## src/rtl/isp_pkg.sv

```systemverilog
package isp_pkg;
    // First-byte opcodes
    localparam logic [7:0] OP_PRE  = 8'hAC;  // enable / erase / lock group
    localparam logic [7:0] OP_RD_P = 8'h20;
    localparam logic [7:0] OP_WR_P = 8'h40;
    localparam logic [7:0] OP_RD_D = 8'hA0;
    localparam logic [7:0] OP_WR_D = 8'hC0;
    localparam logic [7:0] OP_SIG  = 8'h30;
    // Second-byte qualifiers in the OP_PRE group
    localparam logic [7:0] SUB_EN    = 8'h53;
    localparam logic [7:0] SUB_ERASE = 8'h80;
    localparam logic [7:0] SUB_LOCK  = 8'hE0;
endpackage

```

## src/rtl/isp_sync.sv

```systemverilog
module isp_sync #(
    parameter int              W       = 1,
    parameter logic [W-1:0]    RST_VAL = '0
) (
    input  logic         clk,
    input  logic         rst_n,
    input  logic [W-1:0] d,
    output logic [W-1:0] q
);
    logic [W-1:0] s1_q, s2_q, s1_d, s2_d;

    always_comb begin
        s1_d = d;
        s2_d = s1_q;
    end

    always_ff @(posedge clk or negedge rst_n) begin
        if (!rst_n) begin
            s1_q <= RST_VAL;
            s2_q <= RST_VAL;
        end else begin
            s1_q <= s1_d;
            s2_q <= s2_d;
        end
    end

    assign q = s2_q;
endmodule

```

## src/rtl/isp_shift.sv

```systemverilog
module isp_shift (
    input  logic       clk,
    input  logic       rst_n,
    input  logic       active,
    input  logic       sck_s,
    input  logic       mosi_s,
    input  logic [7:0] tx_val,
    output logic       byte_done,
    output logic [7:0] byte_val,
    output logic [1:0] byte_idx,
    output logic       miso
);
    typedef struct packed {
        logic       sck_prev;
        logic [6:0] sh;
        logic [2:0] bitc;
        logic [1:0] idx;
        logic [7:0] tx;
        logic       miso;
    } sh_t;

    sh_t q, n;
    logic rise, fall;

    always_comb begin
        rise      = sck_s & ~q.sck_prev;
        fall      = ~sck_s & q.sck_prev;
        byte_val  = {q.sh, mosi_s};
        byte_done = active & rise & (q.bitc == 3'd7);
        byte_idx  = q.idx;

        n          = q;
        n.sck_prev = sck_s;
        if (!active) begin
            n.sh   = '0;
            n.bitc = '0;
            n.idx  = '0;
            n.tx   = '0;
            n.miso = 1'b0;
        end else begin
            if (rise) begin
                n.sh   = {q.sh[5:0], mosi_s};
                n.bitc = q.bitc + 3'd1;
                if (q.bitc == 3'd7) begin
                    n.idx = q.idx + 2'd1;
                    n.tx  = tx_val;
                end
            end
            if (fall) begin
                n.miso = q.tx[7];
                n.tx   = {q.tx[6:0], 1'b0};
            end
        end
    end

    always_ff @(posedge clk or negedge rst_n) begin
        if (!rst_n) q <= '0;
        else        q <= n;
    end

    assign miso = q.miso;


    miso_edge_chk: assert property (@(posedge clk) disable iff (!rst_n)
        (q.miso != $past(q.miso)) |-> ($past(fall) || $past(!active)));
endmodule

```

## src/rtl/isp_store.sv

```systemverilog
module isp_store #(
    parameter int         PM_AW       = 6,
    parameter int         DM_AW       = 5,
    parameter int         WR_TICKS    = 4000,
    parameter int         ERASE_TICKS = 8000,
    parameter logic [7:0] POLL_MARK   = 8'h7F
) (
    input  logic             clk,
    input  logic             rst_n,
    input  logic             wr_p,
    input  logic             wr_d,
    input  logic             erase,
    input  logic             lock_wr,
    input  logic [PM_AW-1:0] p_waddr,
    input  logic [DM_AW-1:0] d_waddr,
    input  logic [7:0]       wdata,
    input  logic [PM_AW-1:0] p_raddr,
    input  logic [DM_AW-1:0] d_raddr,
    output logic [7:0]       p_rdata,
    output logic [7:0]       d_rdata,
    output logic [1:0]       lock
);
    localparam int PM_DEPTH = 1 << PM_AW;
    localparam int DM_DEPTH = 1 << DM_AW;
    localparam int CW       = $clog2(ERASE_TICKS + 1);

    typedef struct packed {
        logic [CW-1:0]    cnt;
        logic             poll;
        logic             sel;   // 0 program, 1 data
        logic [PM_AW-1:0] pa;
        logic [DM_AW-1:0] da;
        logic [1:0]       lock;
    } st_t;

    st_t        q, n;
    logic [7:0] pm_q [PM_DEPTH];
    logic [7:0] pm_d [PM_DEPTH];
    logic [7:0] dm_q [DM_DEPTH];
    logic [7:0] dm_d [DM_DEPTH];
    logic       idle;

    always_comb begin
        idle = (q.cnt == '0);
        n    = q;
        pm_d = pm_q;
        dm_d = dm_q;
        if (!idle) n.cnt = q.cnt - 1'b1;
        if (idle) begin
            if (erase) begin
                for (int i = 0; i < PM_DEPTH; i++) pm_d[i] = 8'hFF;
                for (int i = 0; i < DM_DEPTH; i++) dm_d[i] = 8'hFF;
                n.lock = 2'b11;
                n.cnt  = CW'(ERASE_TICKS);
                n.poll = 1'b0;
            end else if (wr_p) begin
                pm_d[p_waddr] = wdata;
                n.cnt  = CW'(WR_TICKS);
                n.poll = 1'b1;
                n.sel  = 1'b0;
                n.pa   = p_waddr;
            end else if (wr_d) begin
                dm_d[d_waddr] = wdata;
                n.cnt  = CW'(WR_TICKS);
                n.poll = 1'b1;
                n.sel  = 1'b1;
                n.da   = d_waddr;
            end else if (lock_wr) begin
                n.lock = q.lock & wdata[1:0];
            end
        end
        p_rdata = (!idle && q.poll && !q.sel && q.pa == p_raddr) ? POLL_MARK : pm_q[p_raddr];
        d_rdata = (!idle && q.poll &&  q.sel && q.da == d_raddr) ? POLL_MARK : dm_q[d_raddr];
    end

    always_ff @(posedge clk or negedge rst_n) begin
        if (!rst_n) begin
            q      <= '0;
            q.lock <= 2'b11;
            for (int i = 0; i < PM_DEPTH; i++) pm_q[i] <= 8'hFF;
            for (int i = 0; i < DM_DEPTH; i++) dm_q[i] <= 8'hFF;
        end else begin
            q    <= n;
            pm_q <= pm_d;
            dm_q <= dm_d;
        end
    end

    assign lock = q.lock;


    busy_ignore_chk: assert property (@(posedge clk) disable iff (!rst_n)
        (!idle && (wr_p || wr_d)) |=> ($stable(q.pa) && $stable(q.da) && $stable(q.sel)));

    lock_set_chk: assert property (@(posedge clk) disable iff (!rst_n)
        (|(q.lock & ~$past(q.lock))) |-> $past(erase));

    cnt_bound_chk: assert property (@(posedge clk) disable iff (!rst_n)
        q.cnt <= CW'(ERASE_TICKS));
endmodule

```

## src/rtl/isp_slave.sv

```systemverilog
module isp_slave
    import isp_pkg::*;
#(
    parameter int         PM_AW       = 6,
    parameter int         DM_AW       = 5,
    parameter int         WR_TICKS    = 4000,
    parameter int         ERASE_TICKS = 8000,
    parameter logic [7:0] POLL_MARK   = 8'h7F,
    parameter logic [7:0] SIG0        = 8'h5A,
    parameter logic [7:0] SIG1        = 8'h21,
    parameter logic [7:0] SIG2        = 8'h07
) (
    input  logic clk,
    input  logic rst_n,
    input  logic prog_rst_n,
    input  logic sck,
    input  logic mosi,
    output logic miso
);
    localparam int AW = (PM_AW > DM_AW) ? PM_AW : DM_AW;

    typedef struct packed {
        logic [7:0]    b1;
        logic [7:0]    b2;
        logic [AW-1:0] b3;
        logic          en;
    } dec_t;

    dec_t       q, n;
    logic [2:0] pins_s;
    logic       active, byte_done;
    logic [7:0] byte_val, tx_val, p_rdata, d_rdata;
    logic [1:0] byte_idx, lock;
    logic       wr_p, wr_d, erase, lock_wr;

    isp_sync #(.W(3), .RST_VAL(3'b100)) u_sync (
        .clk(clk), .rst_n(rst_n), .d({prog_rst_n, sck, mosi}), .q(pins_s));

    assign active = ~pins_s[2];

    isp_shift u_shift (
        .clk(clk), .rst_n(rst_n), .active(active), .sck_s(pins_s[1]), .mosi_s(pins_s[0]),
        .tx_val(tx_val), .byte_done(byte_done), .byte_val(byte_val),
        .byte_idx(byte_idx), .miso(miso));

    isp_store #(.PM_AW(PM_AW), .DM_AW(DM_AW), .WR_TICKS(WR_TICKS),
                .ERASE_TICKS(ERASE_TICKS), .POLL_MARK(POLL_MARK)) u_store (
        .clk(clk), .rst_n(rst_n), .wr_p(wr_p), .wr_d(wr_d), .erase(erase), .lock_wr(lock_wr),
        .p_waddr(q.b3[PM_AW-1:0]), .d_waddr(q.b3[DM_AW-1:0]), .wdata(byte_val),
        .p_raddr(byte_val[PM_AW-1:0]), .d_raddr(byte_val[DM_AW-1:0]),
        .p_rdata(p_rdata), .d_rdata(d_rdata), .lock(lock));

    always_comb begin
        n       = q;
        tx_val  = 8'h00;
        wr_p    = 1'b0;
        wr_d    = 1'b0;
        erase   = 1'b0;
        lock_wr = 1'b0;
        if (!active) begin
            n = '0;
        end else if (byte_done) begin
            unique case (byte_idx)
                2'd0: n.b1 = byte_val;
                2'd1: begin
                    n.b2   = byte_val;
                    tx_val = byte_val;          // echo during byte 3
                end
                2'd2: begin
                    n.b3 = byte_val[AW-1:0];
                    if (q.en && lock[1]) begin
                        unique case (q.b1)
                            OP_RD_P: tx_val = p_rdata;
                            OP_RD_D: tx_val = d_rdata;
                            OP_SIG: begin
                                unique case (byte_val[1:0])
                                    2'd0:    tx_val = SIG0;
                                    2'd1:    tx_val = SIG1;
                                    2'd2:    tx_val = SIG2;
                                    default: tx_val = 8'h00;
                                endcase
                            end
                            default: tx_val = 8'h00;
                        endcase
                    end
                end
                default: begin
                    if (q.b1 == OP_PRE && q.b2 == SUB_EN) begin
                        n.en = 1'b1;
                    end else if (q.en) begin
                        erase   = (q.b1 == OP_PRE) && (q.b2 == SUB_ERASE);
                        lock_wr = (q.b1 == OP_PRE) && (q.b2 == SUB_LOCK);
                        wr_p    = (q.b1 == OP_WR_P) && lock[0];
                        wr_d    = (q.b1 == OP_WR_D) && lock[0];
                    end
                end
            endcase
        end
    end

    always_ff @(posedge clk or negedge rst_n) begin
        if (!rst_n) q <= '0;
        else        q <= n;
    end


    en_gate_chk: assert property (@(posedge clk) disable iff (!rst_n)
        $rose(q.en) |-> $past(byte_done && byte_idx == 2'd3 && q.b1 == OP_PRE && q.b2 == SUB_EN));

    drop_en_chk: assert property (@(posedge clk) disable iff (!rst_n)
        !active |=> !q.en);
endmodule

```

## config.mk

```make
export PLATFORM = sky130hd
export DESIGN_NAME = isp_slave
export DESIGN_NICKNAME = d
export VERILOG_FILES = /design/src/rtl/isp_pkg.sv /design/src/rtl/isp_sync.sv /design/src/rtl/isp_shift.sv /design/src/rtl/isp_store.sv /design/src/rtl/isp_slave.sv
export SDC_FILE = /design/constraint.sdc
export NUM_CORES = 2
export LEC_CHECK = 0
export BUFFER_PORTS_ARGS = -buffer_cell sky130_fd_sc_hd__buf_2
export CAP_MARGIN = 10
export CORE_UTILIZATION = 37
export CTS_BUF_LIST = sky130_fd_sc_hd__clkbuf_16
export CTS_CLUSTER_DIAMETER = 80
export DETAILED_ROUTE_END_ITERATION = 16
export GPL_TIMING_DRIVEN = 0
export SLEW_MARGIN = 20
export SYNTH_ARGS = -nofsm -noshare
export SYNTH_HDL_FRONTEND = slang
export SYNTH_SLANG_ARGS = --single-unit
```

## constraint.sdc

```tcl
create_clock -name clk -period 7.32 [get_ports clk]
set_clock_uncertainty 0.15 [all_clocks]
set_input_delay 0.732 -clock clk [delete_from_list [all_inputs] [get_ports clk]]
set_output_delay 0.732 -clock clk [all_outputs]
set_load 0.01 [all_outputs]
```

==> impl_metrics.toml <==
[critical_path]
critical-path-max-stage-delay_ns = 0.89
startpoint_type = "register"
cp_cell_instances = "clkbuf_1, clkbuf_1, clkbuf_1, clkbuf_1, o21ai_0, a21oi_1, o2111ai_1, a311oi_1"
critPathArrivalTime_ns = 5.75
cells_on_worst_reg2reg_path = 8
worstReg2RegStart = "u_shift.byte_val[2]"
crit_top_cell = "sky130_fd_sc_hd__clkbuf_1"
worst_ep_required_ns = 7.76
endpoint_kind = "register"
crit_path_top_delay_cell = "sky130_fd_sc_hd__clkbuf_1"
worst-setup-path-type = "reg -> reg"
r2r-end = "u_shift.q[4]"
crit_path_max_fo = 10
regToRegSetupSlack_ns = 2.01

[yosys]
ys_top_cells_by_area = "sky130_fd_sc_hd__dfstp_2 (50%), sky130_fd_sc_hd__mux2_2 (14%), sky130_fd_sc_hd__mux4_2 (11%), sky130_fd_sc_hd__dfrtp_1 (4.6%), sky130_fd_sc_hd__nand2_1 (3.6%)"
synth.top_cell.area_share = 0.5016
ys_ff_latch = 847
yosysTopAreaCell = "sky130_fd_sc_hd__dfstp_2"
ys.warnings.count = 0
count_of_mapped_cells_out_of_synthesis = 3033
number_of_unique_standard_cell_types_used_by_synthesis = 73
synth_nets = 3049
part_of_the_yosys_area_used_for_sequential_elements = 0.5480
post_synth_edffs = 0
synth_flop_cell = "sky130_fd_sc_hd__dfstp_2"
ys_async_sr_fraction = 1.000
mappedNetlistArea_mm2 = 0.04044
synth.avg_cell_area_um2 = 13.33

[floorplan]
design.die.area_mm2 = 0.1106
std_cell_rows = 120
initial_utilization = 0.3756
fp.dieH_um = 332.6
die_wd_um = 332.6
design.portCount = 6
core_area_mm2 = 0.1077

[cells_and_area]
post_layout_nonfiller_instances = 4616
num_antenna_cells = 0
flow.area_growth_from_synthesis_pct = 12.26
finish.net_count = 3159
final_layout_size_suffix_gt1_frac = 0.5552

[grt]
grt_antenna_before_repair = 3
grt_remaining_overflow = 0
grtUsageTotal = 0.2431
maximum_number_of_pins_on_one_net_before_global_route_repair = 132
grt_pass1_wl_um = 195700
grt_pass1_vias = 26776

[drt]
routedLengthMet1_um = 58840
top_layer_used = "met5"
postRouteWirelength_um = 133900
antenna_left = 0
avgViaCountPerCell = 5.801
routed-wl-met3_um = 10000
routed-wl-met2_um = 59050
route.vias.total = 26778
number_of_remaining_drc_errors = 0
drt-initial-drc-count = 2715
detailedRoute.firstPassIterationCount = 7
wire_per_inst_um = 29.01

[clock_tree]
clock_insertion_delay_worst_skew_ns = 0.69
tritoncts.num_buffers = 91
cts_max_level = 3
post-cts-setup-buffers = 0
clock_tree_root_driver_cell = "sky130_fd_sc_hd__clkbuf_16"
cts.repair.resized = 0
clk_pin_slew_worst_paths_ns = 0.06
clock_sink_count = 847
tritoncts_clock_tree = "yes"
clock_tree.buffer_depth = 3

[sta]
post-route-period-util = 0.7257
hold_viol = 0
fmax_ghz = 0.1883
maxSlewViolCount = 0
finalWorstPathRequiredPeriod_ns = 5.312
postLayoutSetupSlackWorst_ns = 2.008
timing_worst_slew_pin_value_ns = 1.281
grt_setup_unrepaired = "no"
timing.final.setup_violations = 0
hold-worst-slack_ns = 0.1866
max-slew-margin-rel = 0.1463

[power]
power.switching_mw = 2.239
vdd_drop_max_mv = 0.1895
p_int_mw = 7.363
pwr-share-clk = 0.474
share_seq_of_total_power = 0.491
power_frac_comb = 0.036
power_per_cell_area_mw_per_mm2 = 211.5
netSwitchingFraction = 0.2332
static-leakage-power_nw = 17.12
report.power.total_mw = 9.602

[run]
max-cap-violations = 0

[place]
detailedPlace.worstSlack_ns = 2.262
place.detailed.instances = 4450
io_buffer_count = 5
dp_hpwl_um = 93540
place_congestion = 0.9828

[min_path]
hold_path_class = "in -> async"

[status]
result_of_the_run = "finished clean"
==> how the worst max path moves through the flow <==
stage / from / end / slack, ns
2_1_floorplan: u_shift.q[11] / u_store.pm_q[464] / 4.49
3_3_place_gp: rst_n / u_sync.q[0] / -12.73
3_5_place_dp: u_shift.byte_val[2] / u_shift.q[4] / 2.26
4_1_cts: u_shift.byte_val[2] / u_shift.q[4] / 2.25
5_1_grt: u_shift.byte_val[2] / u_shift.q[4] / 2.11
6_report: u_shift.byte_val[2] / u_shift.q[4] / 2.01
==> metal layers <==
layer | up-vias | track usage
li1 | 11242 | -
met1 | 14246 | 0.3447
met2 | 1019 | 0.3625
met3 | 269 | 0.04676
met4 | 2 | 0.1032
met5 | - | 0
==> sequential cells by signal, summed over array words and instances, names as in the netlist <==
register and flops:
u_store.lock 2, u_store.dm_q 256, u_shift.q 12, u_shift.miso 1, u_sync.s1_q 3, q 23
u_shift.byte_val 7, u_store.q 26, u_sync.q 3, u_store.pm_q 512, u_shift.byte_idx 2
==> power groups by stage <==
stage	clock network, mW	registers (mW)	logic [mW]
3_3_place_gp	0	4.77	0.330
6_report	4.55	4.71	0.342
5_1_grt	4.80	4.71	0.365
3_5_place_dp	0	4.78	0.344
2_1_floorplan	0	4.78	0.124
4_1_cts	4.61	4.71	0.346
==> synth_stat cells (7+ instances only) <==
master	n
sky130_fd_sc_hd__dfstp_2	772
sky130_fd_sc_hd__nor2b_1	9
sky130_fd_sc_hd__buf_4	25
sky130_fd_sc_hd__nor3_1	29
sky130_fd_sc_hd__nand2_1	383
sky130_fd_sc_hd__buf_2	45
sky130_fd_sc_hd__ha_1	11
sky130_fd_sc_hd__nand3_1	31
sky130_fd_sc_hd__mux4_2	195
sky130_fd_sc_hd__a221oi_1	16
sky130_fd_sc_hd__nand2b_1	9
sky130_fd_sc_hd__nor2_4	54
sky130_fd_sc_hd__nor2_1	73
sky130_fd_sc_hd__mux2i_1	56
sky130_fd_sc_hd__o21ai_0	257
sky130_fd_sc_hd__mux2_2	510
sky130_fd_sc_hd__and3_1	15
sky130_fd_sc_hd__nor4_1	7
sky130_fd_sc_hd__clkbuf_1	138
sky130_fd_sc_hd__xor2_1	13
sky130_fd_sc_hd__a31oi_1	9
sky130_fd_sc_hd__o22ai_1	32
sky130_fd_sc_hd__inv_1	8
sky130_fd_sc_hd__mux2_1	15
sky130_fd_sc_hd__buf_1	18
sky130_fd_sc_hd__dfrtp_1	75
sky130_fd_sc_hd__xnor2_1	8
sky130_fd_sc_hd__nand4_1	11
sky130_fd_sc_hd__a21oi_1	62
sky130_fd_sc_hd__and2_1	33
sky130_fd_sc_hd__a22oi_1	10
==> kinds of logic after synthesis <==
| logic type | synth area share |
|---|---|
| AOI/OAI and AO/OA | 0.06179 |
| DFF | 0.5480 |
| buffers and inverters | 0.02611 |
| muxes | 0.2687 |
| xor gates and xnor gates | 0.004548 |
| adders and majority gates | 0.003403 |
| and+or+nand+nor | 0.08747 |
==> area by class of cell <==
cell class,count,area [um^2]
Clock buffer,93,2327
Tap cell,1403,1755
Buffer,228,1039
Fill cell,9920,62260
Clock inverter,70,546.8
Sequential cell,847,22160
Timing Repair Buffer,17,302.8
Multi-Input combinational cell,1947,17220
Inverter,11,41.29
==> what timing repair did <==
item / in CTS / in global routing
setup endpoints to repair: 0 / 0
hold buffers: 3 / 0
endpoints found under the hold margin: 3 / 0
==> stage by stage <==
stage / utilization / TNS (ns) / cell area [um^2]
4_1_cts: 0.4217 / 0 / 45400
3_3_place_gp: 0.3922 / -6382.70 / 42220
2_1_floorplan: - / 0 / 40440
6_report: 0.4217 / 0 / 45400
3_5_place_dp: 0.3947 / 0 / 42490
5_1_grt: 0.4217 / 0 / 45400
==> worst max-delay path: cells and delay by family, from the launching register on <==
kind,cells,cell delay [ns]
AOI/OAI and AO/OA,4,1.25
buffers and inverters,4,3.36
DFF,1,0.41
==> cell usage in the layout, fill, tap and decap left out, types with 25 or more instances in the layout <==
cell type / synthesis / final
sky130_fd_sc_hd__mux4_2: 195 / 195
sky130_fd_sc_hd__clkbuf_1: 138 / 126
sky130_fd_sc_hd__buf_4: 25 / 25
sky130_fd_sc_hd__nor2_4: 54 / 54
sky130_fd_sc_hd__dfstp_2: 772 / 772
sky130_fd_sc_hd__o21ai_0: 257 / 257
sky130_fd_sc_hd__mux2i_1: 56 / 56
sky130_fd_sc_hd__clkbuf_16: 0 / 93
sky130_fd_sc_hd__nand2_1: 383 / 383
sky130_fd_sc_hd__inv_1: 8 / 26
sky130_fd_sc_hd__o22ai_1: 32 / 32
sky130_fd_sc_hd__nand3_1: 31 / 31
sky130_fd_sc_hd__and2_1: 33 / 33
sky130_fd_sc_hd__a21oi_1: 62 / 62
sky130_fd_sc_hd__mux2_2: 510 / 510
sky130_fd_sc_hd__dfrtp_1: 75 / 75
sky130_fd_sc_hd__nor2_1: 73 / 73
sky130_fd_sc_hd__buf_2: 45 / 56
sky130_fd_sc_hd__nor3_1: 29 / 29
Power figures use the tool's default switching activity.
